### src/rtl/syncgap_pkg.sv
package syncgap_pkg;

  // Strobes from control to the run-length datapath
  typedef struct packed {
    logic clearCnt;
    logic stepCnt;
  } gap_cmd_t;

  // Threshold events reported back by the datapath
  typedef struct packed {
    logic lineHit;
    logic frameHit;
  } gap_hit_t;

endpackage

### src/rtl/syncgap_counter.sv
module syncgap_counter
  import syncgap_pkg::*;
#(
  parameter int GAP_W = 8
) (
  input  logic             pixClk,
  input  logic             rstN,
  input  gap_cmd_t         cmd,
  input  logic [GAP_W-1:0] lineGapLen,
  input  logic [GAP_W-1:0] frameGapLen,
  output gap_hit_t         hit
);

  localparam logic [GAP_W-1:0] CNT_MAX = {GAP_W{1'b1}};

  logic [GAP_W-1:0] gapCnt;
  logic [GAP_W-1:0] nextCnt;
  logic             atCeiling;

  assign nextCnt   = gapCnt + 1'b1;
  assign atCeiling = (gapCnt == CNT_MAX);

  // A threshold is met only on the pixel that moves the count onto it
  always_comb begin
    hit.lineHit  = cmd.stepCnt && !atCeiling && (nextCnt == lineGapLen);
    hit.frameHit = cmd.stepCnt && !atCeiling && (nextCnt == frameGapLen);
  end

  always_ff @(posedge pixClk or negedge rstN) begin
    if (!rstN) begin
      gapCnt <= '0;
    end else if (cmd.clearCnt) begin
      gapCnt <= '0;
    end else if (cmd.stepCnt && !atCeiling) begin
      gapCnt <= nextCnt;
    end
  end

  AST_CNT_CLEARED: assert property (@(posedge pixClk) disable iff (!rstN)
    $past(cmd.clearCnt) |-> (gapCnt == '0));

  AST_CNT_HOLDS_IDLE: assert property (@(posedge pixClk) disable iff (!rstN)
    (!$past(cmd.clearCnt) && !$past(cmd.stepCnt)) |-> $stable(gapCnt));

  AST_CNT_RESET: assert property (@(posedge pixClk)
    !rstN |-> (gapCnt == '0));

endmodule

### src/rtl/syncgap_ctrl.sv
module syncgap_ctrl
  import syncgap_pkg::*;
#(
  parameter int GAP_W = 8
) (
  input  logic             pixClk,
  input  logic             rstN,
  input  logic             dataEn,
  input  logic [GAP_W-1:0] lineGapLen,
  input  logic [GAP_W-1:0] frameGapLen,
  input  gap_hit_t         hit,
  output gap_cmd_t         cmd,
  output logic             hsyncOut,
  output logic             vsyncOut,
  output logic             lineStart,
  output logic             frameStart,
  output logic             configError
);

  logic cfgOk;
  logic linePend;
  logic framePend;

  // Line gap must exceed one pixel and stay below the frame gap
  assign cfgOk = (lineGapLen > GAP_W'(1)) && (lineGapLen < frameGapLen);

  always_comb begin
    cmd.clearCnt = dataEn;
    cmd.stepCnt  = !dataEn;
  end

  always_ff @(posedge pixClk or negedge rstN) begin
    if (!rstN) begin
      hsyncOut    <= 1'b0;
      vsyncOut    <= 1'b0;
      lineStart   <= 1'b0;
      frameStart  <= 1'b0;
      configError <= 1'b0;
      linePend    <= 1'b0;
      framePend   <= 1'b0;
    end else begin
      configError <= !cfgOk;
      hsyncOut    <= cfgOk && hit.lineHit;
      vsyncOut    <= cfgOk && hit.frameHit;
      lineStart   <= cfgOk && dataEn && linePend;
      frameStart  <= cfgOk && dataEn && framePend;
      if (!cfgOk || dataEn) begin
        linePend  <= 1'b0;
        framePend <= 1'b0;
      end else begin
        if (hit.lineHit || hit.frameHit) linePend  <= 1'b1;
        if (hit.frameHit)                framePend <= 1'b1;
      end
    end
  end

  AST_HSYNC_SINGLE: assert property (@(posedge pixClk) disable iff (!rstN)
    hsyncOut |=> !hsyncOut);

  AST_VSYNC_SINGLE: assert property (@(posedge pixClk) disable iff (!rstN)
    vsyncOut |=> !vsyncOut);

  AST_SYNC_EXCLUSIVE: assert property (@(posedge pixClk) disable iff (!rstN)
    !(hsyncOut && vsyncOut));

  AST_QUIET_ON_ERROR: assert property (@(posedge pixClk) disable iff (!rstN)
    configError |-> !(hsyncOut || vsyncOut || lineStart || frameStart));

  AST_MARKER_NOT_IN_GAP: assert property (@(posedge pixClk) disable iff (!rstN)
    lineStart |-> !(hsyncOut || vsyncOut));

  AST_FRAME_WITH_LINE: assert property (@(posedge pixClk) disable iff (!rstN)
    frameStart |-> lineStart);

  AST_MARKER_SINGLE: assert property (@(posedge pixClk) disable iff (!rstN)
    lineStart |=> !lineStart);

endmodule

### src/rtl/syncgap_regen.sv
module syncgap_regen
  import syncgap_pkg::*;
#(
  parameter int GAP_W = 8
) (
  input  logic             pixClk,
  input  logic             rstN,
  input  logic             dataEn,
  input  logic [GAP_W-1:0] lineGapLen,
  input  logic [GAP_W-1:0] frameGapLen,
  output logic             hsyncOut,
  output logic             vsyncOut,
  output logic             lineStart,
  output logic             frameStart,
  output logic             configError
);

  gap_cmd_t gapCmd;
  gap_hit_t gapHit;

  syncgap_ctrl #(.GAP_W(GAP_W)) u_ctrl (
    .pixClk      (pixClk),
    .rstN        (rstN),
    .dataEn      (dataEn),
    .lineGapLen  (lineGapLen),
    .frameGapLen (frameGapLen),
    .hit         (gapHit),
    .cmd         (gapCmd),
    .hsyncOut    (hsyncOut),
    .vsyncOut    (vsyncOut),
    .lineStart   (lineStart),
    .frameStart  (frameStart),
    .configError (configError)
  );

  syncgap_counter #(.GAP_W(GAP_W)) u_counter (
    .pixClk      (pixClk),
    .rstN        (rstN),
    .cmd         (gapCmd),
    .lineGapLen  (lineGapLen),
    .frameGapLen (frameGapLen),
    .hit         (gapHit)
  );

  AST_RESET_QUIET: assert property (@(posedge pixClk)
    !rstN |-> !(hsyncOut || vsyncOut || lineStart || frameStart || configError));

endmodule

### config.mk
export PLATFORM = sky130hd
export DESIGN_NAME = syncgap_regen
export DESIGN_NICKNAME = d
export VERILOG_FILES = /design/src/rtl/syncgap_pkg.sv /design/src/rtl/syncgap_counter.sv /design/src/rtl/syncgap_ctrl.sv /design/src/rtl/syncgap_regen.sv
export SDC_FILE = /design/constraint.sdc
export NUM_CORES = 1
export LEC_CHECK = 0
export ABC_AREA = 1
export BUFFER_PORTS_ARGS = -buffer_cell sky130_fd_sc_hd__buf_2
export CORE_MARGIN = 2
export CORE_UTILIZATION = 30
export DETAILED_ROUTE_END_ITERATION = 10
export PLACE_DENSITY_LB_ADDON = 0.08
export REMOVE_ABC_BUFFERS = 1
export SLEW_MARGIN = 25
export SYNTH_ARGS = -nofsm -noshare
export SYNTH_HDL_FRONTEND = slang
export SYNTH_SLANG_ARGS = --single-unit
### constraint.sdc
create_clock -name pixClk -period 2 [get_ports pixClk]
set_input_delay 0.1 -clock pixClk [delete_from_list [all_inputs] [get_ports pixClk]]
set_output_delay 0.1 -clock pixClk [all_outputs]
set_load 0.03 [all_outputs]
# ---- Word level (Yosys, flattened, before mapping)
# Index checks and enable logic that the tools add are counted.
dict set report op_classes {
  n_reduce_logical 17
  magnitude_cmp 2
  muxes 6
  eq_ne 3
  n_addsub 1
}
# cell count
set op_table {}
lappend op_table {{== test 8 bit} 2}
lappend op_table {{2-to-1 mux 8 bit} 2}
lappend op_table {{logical AND 1 bit} 9}
lappend op_table {{adder 8 x 1 -> 8 bit, second input constant} 1}
lappend op_table {{== test 8 bit, second input constant} 1}
lappend op_table {{> comparator 8 x 1 -> 1 bit, second input constant} 1}
lappend op_table {{less-than comparator 8 bit} 1}
lappend op_table {{nonzero test 2 bit} 3}
lappend op_table {{2-to-1 mux 1 bit} 4}
lappend op_table {{zero test 1 bit} 3}
lappend op_table {{logical OR 1 bit} 2}
dict set report totals {
  output_inout_bits 5
  regBits 15
  inputBits 19
  wordCells 37
}

# ---- Logic depth before layout (Yosys ltp)
# Gate-level depths: netlist of run 1.
dict set report logic_depth {
  ltp_word 7
  mapped_depth 13
  mapped_depth_nobuf 13
}

# ---- Hierarchy
# A second synthesis of run 1 with hierarchy kept.
dict set report hier_totals {
  cells_unflattened 186
  hier_area_um2 1231.2
}
# mod n_inst cells_per_inst area_per_inst_um2
set by_module_without_submodules {}
lappend by_module_without_submodules {syncgap_counter 1 117 749.5}
lappend by_module_without_submodules {syncgap_ctrl 1 69 481.7}

# ---- Worst setup path before layout of run 1
# No wires, ideal clock.
dict set report synth_path {
  path_type {register to register}
  start {reg u_counter.gapCnt[1]}
  end {reg u_ctrl.linePend}
  required_ps 1887
  stages_incl_launch_ff 13
  arrival_ps 1369
  path_slack_ps 519
  setup_time_ps 113
  cell_sequence {dfrtp_1 > ha_1 > nand2_2 > nor2_4 > nand2_2 > nand2_2 > nor2_1 > nand3_1 > nor2_1 > nand2_1 > nand3_1 > nand2_1 > inv_1}
}
dict set report synth_between {
  elab_chain_cells 6
  elab_cells_between_ends 10
  classes_between {add/sub: 1; eq/ne: 3; reduce/logical: 6}
}
# item line
set synth_rtl {}
lappend synth_rtl {{start: declaration} syncgap_counter.sv:16} ;# logic [GAP_W-1:0] gapCnt;
lappend synth_rtl {{start signal: assignment} syncgap_counter.sv:35} ;# gapCnt <= nextCnt;
lappend synth_rtl {{branches (longest 4 deep; another with adder 8 x 1 -> 8 bit)} n/a}
lappend synth_rtl {{logical OR 1 bit (*)} syncgap_ctrl.sv:51} ;# if (hit.lineHit || hit.frameHit) linePend <= 1'b1;
lappend synth_rtl {{nonzero test 2 bit (no source line) (*)} n/a}
lappend synth_rtl {{end signal: assignment} syncgap_ctrl.sv:39} ;# linePend <= 1'b0;
lappend synth_rtl {{end signal: assignment} syncgap_ctrl.sv:48} ;# linePend <= 1'b0;
lappend synth_rtl {{end signal: assignment} syncgap_ctrl.sv:51}
lappend synth_rtl {{end: declaration} syncgap_ctrl.sv:21} ;# logic linePend;
# Every way passes the cells marked *.
# A chain may end at the register's enable or synchronous reset.

# ---- Final worst setup path of run 1
# Ends and elaborated chain as after synthesis.

==> results of run 1 <==
==> layer usage <==
layer	up-vias	share of wire, %	GRT usage (%)
li1	651	-	-
met1	587	49	19.4
met2	32	46	23.2
met3	2	4.6	1.75
met4	0	0.59	3.92
met5	-	0	0
==> worst min path at each step <==
| stage | startpoint | to | slack [ns] | cells past startpoint |
|---|---|---|---|---|
| floorplan | rstN | u_counter.gapCnt[0] | -0.20 | 0 |
| global placement | rstN | u_counter.gapCnt[2] | 0.02 | 1 |
| detailed placement | rstN | u_counter.gapCnt[2] | 0.03 | 1 |
| CTS | dataEn | u_counter.gapCnt[4] | 0.14 | 2 |
| global route | dataEn | u_counter.gapCnt[4] | 0.15 | 2 |
| finish | dataEn | u_counter.gapCnt[4] | 0.14 | 2 |
==> final cells by class <==
type                       instances  area, sq um  area share, %
inverter                          29          109           7.29
multi-input combinational        141          768           51.4
clock buffer                       3         41.3           2.76
sequential                        15          375           25.1
timing repair buffer              25          133           8.88
clock inverter                     1         5.00          0.335
tap                               50         62.6           4.19
==> flip-flops by register name, indices dropped and copies added, names as in the netlist <==
register            count
u_counter.gapCnt        8
u_ctrl.configError      1
u_ctrl.framePend        1
u_ctrl.frameStart       1
u_ctrl.hsyncOut         1
u_ctrl.linePend         1
u_ctrl.lineStart        1
u_ctrl.vsyncOut         1
==> logic make-up after synthesis <==
kind of cell,count (synthesis)
AOI/OAI and AO/OA,16
xor gates and xnor gates,4
adders and majority gates,8
buffers and inverters,31
DFF,15
and+or+nand+nor,113
==> per-stage QoR <==
stage	area [sq um]	std cells	hold WS [ns]	power [W]	setup WS, ns
5_1_grt	1490	264	0.152	0.000774	0.0106
3_3_place_gp	1440	259	0.0190	0.000485	0.297
3_5_place_dp	1440	259	0.0303	0.000486	0.243
6_report	1490	264	0.142	0.000724	0.243
4_1_cts	1490	264	0.140	0.000734	0.233
2_1_floorplan	1250	185	-0.196	0.000421	0.426
==> report_power, final <==
group          total [W]  internal, W  switching (W)  leakage, nW
logic           0.000166    0.0000647       0.000101        0.546
registers       0.000317     0.000311     0.00000633        0.205
clock network   0.000241     0.000138       0.000103       0.0255
total           0.000724     0.000513       0.000210        0.777
==> synthesized netlist by cell type, drive strengths merged <==
master  instances
o21ai           4
a211oi          1
nand4           1
nand2          55
or2             1
o211ai          1
xnor2           1
a31oi           3
ha              8
clkinv          1
dfrtp          15
nor2           21
inv            28
nand3          31
a21oi           7
nand3b          3
buf             2
xor2            3
nor4            1
==> worst register-to-register path, delay by kind of cell (launching register included) <==
family | cells | cell delay [ns]
flip-flops | 1 | 0.40
adder cells (fa/ha/maj) | 1 | 0.23
buffers and inverters | 1 | 0.03
AND/OR/NAND/NOR | 10 | 0.99
==> timing repair <==
action	4_1_cts	5_1_grt
endpoints found under the hold margin	15	0
setup buffers	0	0
endpoints found under the setup margin	0	1
hold buffers	1	0
resized for setup	0	1
==> flow_metrics.tcl, run 1 <==
set metrics [dict create \
    post_drt_wl_per_cell_um 12.3 \
    ir_worst_vdd_uv 208 \
    worstRegToRegCells 12 \
    slew_headroom_pct 77.9 \
    grt_pass1_wl_mm 5.58 \
    synth.largest_area_cell "dfrtp_1" \
    layout.nets 242 \
    worstSetupEndpoint "u_ctrl.linePend" \
    clock_path_buffers 2 \
    clock.fmax_mhz 569 \
    crit_fanout 8 \
    synth_xor_area_share_pct 2.75 \
    vias 1272 \
    dr.first_iter.drc_count 53 \
    finalSetupViolCount 0 \
    startpoint "u_counter.gapCnt[1]" \
    slowest_delay_ns 0.40 \
    drc 0 \
    maxSlewViolCount 0 \
    status "completed" \
    worst_slew_pin_slew_ns 0.332 \
    worst-setup-path-type "reg -> reg" \
    synth-simple-area-share_pct 42.6 \
    die_y_um 69.1 \
    clk_pin_slew_worst_paths_ns 0.06 \
    slowest_stage "dfrtp_1" \
    die_x_um 69.1 \
    syn-cell-area_sq_um 1270 \
    total_leakage_power_nw 0.777 \
    viasPerCell 4.82 \
    cts.htree.levels 1 \
    critical_path.top_delay_family "simple AND/OR/NAND/NOR gates" \
    crit_buf_inv 1 \
    gp_congestion 0.781 \
    initial_core_util_pct 31.6 \
    ios 24 \
    end_kind "flip-flop" \
    syn_to_final_growth_pct 17.4 \
    required_ns 2.14 \
    cts_tree "built" \
    drtAntennaViolNets 0 \
    synth.distinct_cells 25 \
    antenna_found_initial 0 \
    synth_area_leaders "dfrtp_1 29%, nand2_1 14%, nand3_1 11%" \
    max-cap-violations 0 \
    grt_pass1_vias 1233 \
    cp-start-kind "flip-flop" \
    skew_ns 0.00303 \
    grt_max_degree 16 \
    tns_ns 0 \
    totalWireLength_mm 3.25 \
    drive_gt1_share_pct 22.4 \
    yosysSeqAreaShare_pct 29.5 \
    coreArea_sq_um 4030 \
    most-common-layout-cells "46 x nand2_1, 27 x nand3_1, 26 x inv_1" \
    final_util_pct 37.1 \
    regToRegStartpoint "u_counter.gapCnt[1]" \
    netlist_instances 187 \
    numCtsBuffers 3 \
    rrSetupSlack_ns 0.24 \
    diodes 0 \
    synth-compound-area-share_pct 6.98 \
    hold_viol_final 0 \
    cts_root_buffer "clkbuf_8" \
    fin_crit_ns 1.76 \
    dpl.hpwl_mm 2.75 \
    p_per_area_nw_per_um2 484 \
    syn_area_per_cell_sq_um 6.80 \
    final_common_cell "nand2_1" \
    synth_top_family_by_area "simple AND/OR/NAND/NOR gates" \
    crit_cells 12 \
    crit_path_cell_trace "ha_2 > nand2_2 > nor2_4 > nand2_2 > nand2_2 > nor2_1 > nand3_1 > nor2_1 > nand2_1 > nand3_1 > nand2_1 > inv_1" \
    cp_data_arrival_time_ns 1.90 \
    ys_seq_elements 15 \
    synth_fa_ha_area_share_pct 7.87 \
    ys_warn_count 0 \
    grt_remaining_overflow 0 \
    rsz0062_at_grt "no" \
    clock_latency_ns 0.24 \
    cpMostUsedCell "nand2_2" \
    cts_num_sinks 15 \
    rows 23 \
    die_area_sq_um 4780 \
    port-buffer-count 23 \
    fin_crit_sh_pct 87.9 \
    n_fill_cell 449 \
    drt_first_pass_iters 4 \
    hp-class "in -> reg" \
    grt_usage_pct 14.1 \
    reg2reg_to "u_ctrl.linePend" \
    synth_top_area_share_pct 29.5 \
    synth_mux_area_share_pct 0 \
]
(Power assumes the default switching activity.)
==> run 2, diff against run 1 <==
--- a/config.mk
+++ b/config.mk
@@ -9,7 +9,9 @@
 export BUFFER_PORTS_ARGS = -buffer_cell sky130_fd_sc_hd__buf_2
 export CORE_MARGIN = 2
 export CORE_UTILIZATION = 30
+export CTS_BUF_LIST = sky130_fd_sc_hd__clkbuf_8
 export DETAILED_ROUTE_END_ITERATION = 10
+export MAX_ROUTING_LAYER = met4
 export PLACE_DENSITY_LB_ADDON = 0.08
 export REMOVE_ABC_BUFFERS = 1
 export SLEW_MARGIN = 25
==> flow_metrics.tcl, run 2 (synthesis gave the netlist of run 1 again) <==
set metrics [dict create \
    status "completed" \
    dp.cells 259 \
    clock_latency_ns 0.24 \
    crit_fanout 8 \
    gp_congestion 0.801 \
    fin_ws_ns 0.231 \
    final_common_cell "nand2_1" \
    final_util_pct 37.0 \
    hp-class "in -> reg" \
    grt_remaining_overflow 0 \
    layout.nets 242 \
    tns_ns 0 \
    die_y_um 69.1 \
    grt_usage_pct 14.5 \
    drtAntennaViolNets 0 \
    coreArea_sq_um 4030 \
    worst_slew_pin_slew_ns 0.334 \
    p_per_area_nw_per_um2 483 \
    ctsHoldBuffers 1 \
    drive_gt1_share_pct 22.0 \
    stdcell_count 264 \
    grt_max_degree 16 \
    startpoint "u_counter.gapCnt[1]" \
    cts_tree "built" \
    post_drt_wl_per_cell_um 12.2 \
    holdPathStages 2 \
    die_x_um 69.1 \
    initial_core_util_pct 31.6 \
    finalSetupViolCount 0 \
    most-common-layout-cells "46 x nand2_1, 27 x nand3_1, 26 x inv_1" \
    antenna_found_initial 0 \
    die_area_sq_um 4780 \
    post_cts_buffers 0 \
    cp_data_arrival_time_ns 1.91 \
    slew_headroom_pct 77.7 \
    syn_to_final_growth_pct 17.2 \
    place_ws_ns 0.239 \
    regToRegStartpoint "u_counter.gapCnt[1]" \
    maxSlewViolCount 0 \
    hold_start "dataEn" \
    clk_pin_slew_worst_paths_ns 0.06 \
    clock.fmax_mhz 565 \
    fin_crit_ns 1.77 \
    ios 24 \
    cts_num_sinks 15 \
    hold_viol_final 0 \
    clock_path_buffers 2 \
    port-buffer-count 23 \
    viasPerCell 4.71 \
    cts.htree.levels 1 \
    totalWireLength_mm 3.22 \
    diodes 0 \
    required_ns 2.15 \
    skew_ns 0.00466 \
    cts-resized-gates 0 \
    regMostFlops "u_counter.gapCnt" \
    numCtsBuffers 3 \
    rows 23 \
    worstRegToRegCells 12 \
    worst-setup-path-type "reg -> reg" \
    total_leakage_power_nw 0.779 \
    drt_first_pass_iters 4 \
    ir_worst_vdd_uv 206 \
    cp-start-kind "flip-flop" \
    dr.first_iter.drc_count 64 \
    rrSetupSlack_ns 0.23 \
    dpl.hpwl_mm 2.74 \
    fin_crit_sh_pct 88.4 \
    rsz0062_at_grt "no" \
    drc 0 \
    cts_root_buffer "clkbuf_8" \
    reg2reg_to "u_ctrl.linePend" \
    worst_hold_path.endpoint "u_counter.gapCnt[4]" \
    grt_pass1_wl_mm 5.60 \
    max-cap-violations 0 \
    largest_reg_flops 8 \
    grt_pass1_vias 1249 \
    vias 1244 \
    end_kind "flip-flop" \
]
==> run 2: how the worst max path moves through the flow <==
stage	endpoint	slack, ns	cells past startpoint
after global routing	u_ctrl.linePend	0.04	12
after detailed placement	u_ctrl.linePend	0.24	12
after floorplan	u_ctrl.linePend	0.43	12
after CTS	u_ctrl.linePend	0.24	12
after global placement	u_ctrl.linePend	0.29	12
final	u_ctrl.linePend	0.23	12
==> run 2: power by group <==
part | switching (W) | internal, W | total [W] | leakage, nW
Sequential | 0.00000655 | 0.000311 | 0.000318 | 0.205
Combinational | 0.0000981 | 0.0000634 | 0.000161 | 0.548
Clock | 0.000103 | 0.000138 | 0.000241 | 0.0255
==> run 2: critical path, cell delays in order (launching register included) <==
cell	delay, ns
dfrtp_1	0.41
ha_1	0.22
nand2_2	0.10
nor2_4	0.17
nand2_2	0.15
nand2_2	0.14
nor2_1	0.05
nand3_1	0.08
nor2_1	0.05
nand2_1	0.12
nand3_1	0.08
nand2_1	0.06
inv_1	0.03
==> run 2: cell type report <==
cell class / instances / area (sq um)
flip-flops and latches: 15 / 375
fillers: 443 / 2540
repair buffers: 25 / 133
multi-input cells: 141 / 766
well taps: 50 / 62.6
clock inverters: 1 / 5.00
clock buffers: 3 / 41.3
inverters: 29 / 109
==> run 2: per-stage QoR <==
stage               hold slack, ns  power [W]  area (sq um)
floorplan                   -0.196   0.000421          1250
global placement            0.0201   0.000485          1440
detailed placement          0.0273   0.000485          1440
CTS                          0.135   0.000735          1490
global route                 0.155   0.000771          1490
finish                       0.140   0.000720          1490
==> run 2: per-layer routing <==
metal	track usage, %	vias up	wire length [um]
li1	-	653	-
met1	19.5	567	1650
met2	23.2	22	1480
met3	1.61	2	80
met4	3.92	0	19
met5	-	-	0
==> run 3, diff against run 2 <==
--- a/config.mk
+++ b/config.mk
@@ -8,7 +8,7 @@
 export ABC_AREA = 1
 export BUFFER_PORTS_ARGS = -buffer_cell sky130_fd_sc_hd__buf_2
 export CORE_MARGIN = 2
-export CORE_UTILIZATION = 30
+export CORE_UTILIZATION = 40
 export CTS_BUF_LIST = sky130_fd_sc_hd__clkbuf_8
 export DETAILED_ROUTE_END_ITERATION = 10
 export MAX_ROUTING_LAYER = met4
==> flow_metrics.tcl, run 3 (synthesis gave the netlist of run 1 again) <==
set metrics [dict create \
    port-buffer-count 23 \
    grt_usage_pct 18.6 \
    cts_num_sinks 15 \
    hold_ws_ns 0.138 \
    post_drt_wl_per_cell_um 11.6 \
    drive_gt1_share_pct 21.5 \
    rows 20 \
    numCtsBuffers 3 \
    ir_worst_vdd_uv 170 \
    hp-class "in -> reg" \
    clock_path_buffers 2 \
    rsz0062_at_grt "no" \
    clockPowerShare_pct 32.5 \
    die_y_um 60.4 \
    ctsHoldBuffers 1 \
    status "completed" \
    cp_data_arrival_time_ns 1.93 \
    hold_start "dataEn" \
    maxSlewViolCount 0 \
    clk_pin_slew_worst_paths_ns 0.06 \
    p_comb_share_pct 22.7 \
    final_util_pct 49.0 \
    cell_internal_pwr_w 0.000510 \
    regToRegStartpoint "u_counter.gapCnt[1]" \
    drc 0 \
    dpl.hpwl_mm 2.52 \
    most-common-layout-cells "46 x nand2_1, 27 x inv_1, 27 x nand3_1" \
    worst_hold_path.endpoint "u_counter.gapCnt[4]" \
    ios 24 \
    cts.htree.levels 1 \
    skew_ns 0.000448 \
    p_per_area_nw_per_um2 479 \
    largest_reg_flops 8 \
    dr.first_iter.drc_count 54 \
    grt_remaining_overflow 0 \
    vias 1240 \
    grt_pass1_vias 1103 \
    layout.nets 242 \
    finalSetupViolCount 0 \
    syn_to_final_growth_pct 16.5 \
    rrSetupSlack_ns 0.21 \
    worstRegToRegCells 12 \
    hold_viol_final 0 \
    max-cap-violations 0 \
    reg2reg_to "u_ctrl.linePend" \
    die_x_um 60.4 \
    viasPerCell 4.81 \
    drt_first_pass_iters 4 \
    totalWireLength_mm 2.99 \
    holdPathStages 2 \
    grt_max_degree 16 \
    worst-setup-path-type "reg -> reg" \
    coreArea_sq_um 3030 \
    gp_congestion 0.817 \
    switching_share_pct 28.2 \
    total_leakage_power_nw 0.780 \
    cts-resized-gates 0 \
    antenna_found_initial 0 \
    clock_latency_ns 0.24 \
    required_ns 2.14 \
    cts_tree "built" \
    p_seq_share_pct 44.8 \
    regMostFlops "u_counter.gapCnt" \
    fin_crit_ns 1.79 \
    worst_slew_pin_slew_ns 0.314 \
    slew_headroom_pct 79.1 \
    final_common_cell "nand2_1" \
    crit_fanout 8 \
    tns_ns 0 \
    drtAntennaViolNets 0 \
    cts_root_buffer "clkbuf_8" \
    diodes 0 \
    end_kind "flip-flop" \
    post_cts_buffers 0 \
    fin_crit_sh_pct 89.7 \
    p_sw_w 0.000201 \
    clock.fmax_mhz 558 \
    cp-start-kind "flip-flop" \
    initial_core_util_pct 42.0 \
    grt_pass1_wl_mm 4.80 \
    die_area_sq_um 3650 \
]
## run 3: how the worst max path moves through the flow
stage	slack (ns)	from	endpoint	cells past startpoint
6_report	0.21	u_counter.gapCnt[1]	u_ctrl.linePend	12
5_1_grt	0.05	u_counter.gapCnt[1]	u_ctrl.linePend	12
2_1_floorplan	0.43	u_counter.gapCnt[0]	u_ctrl.linePend	12
3_5_place_dp	0.25	u_counter.gapCnt[1]	u_ctrl.linePend	12
4_1_cts	0.23	u_counter.gapCnt[1]	u_ctrl.linePend	12
3_3_place_gp	0.27	u_counter.gapCnt[1]	u_ctrl.linePend	12
## run 3: area by class of cell
type | instances | area, sq um
Fill cell | 306 | 1550
Clock inverter | 1 | 3.75
Multi-Input combinational cell | 141 | 766
Sequential cell | 15 | 375
Clock buffer | 3 | 41.3
Tap cell | 44 | 55.1
Timing Repair Buffer | 25 | 133
Inverter | 29 | 109
## run 3: worst max-delay path, stage by stage (launching register included)
cell     delay, ns
dfrtp_1       0.41
ha_1          0.22
nand2_2       0.10
nor2_4        0.17
nand2_2       0.15
nand2_2       0.15
nor2_1        0.06
nand3_1       0.08
nor2_1        0.04
nand2_1       0.12
nand3_1       0.08
nand2_1       0.06
inv_1         0.03
## run 3: power groups by stage
stage	combinational, W	sequential (W)	clock, W
finish	0.000161	0.000318	0.000231
global route	0.000183	0.000318	0.000255
CTS	0.000162	0.000318	0.000239
detailed placement	0.000160	0.000323	0
global placement	0.000158	0.000323	0
floorplan	0.0000917	0.000330	0
## run 3: metrics by stage
stage          cell area [sq um]  worst slack (ns)  power (W)  instances
2_1_floorplan               1250             0.426   0.000421        185
3_3_place_gp                1430             0.267   0.000480        253
5_1_grt                     1480            0.0473   0.000756        258
6_report                    1480             0.206   0.000711        258
3_5_place_dp                1430             0.249   0.000483        253
4_1_cts                     1480             0.233   0.000719        258
## run 3: per-layer routing
layer	global-route usage (%)	part of all wire, %	vias to the layer above	routed length [um]
met5	-	0	-	0
met4	7.62	1.4	0	41
met3	1.28	4.3	4	130
met2	27.3	43	32	1280
met1	26.4	51	549	1540
li1	-	-	655	-
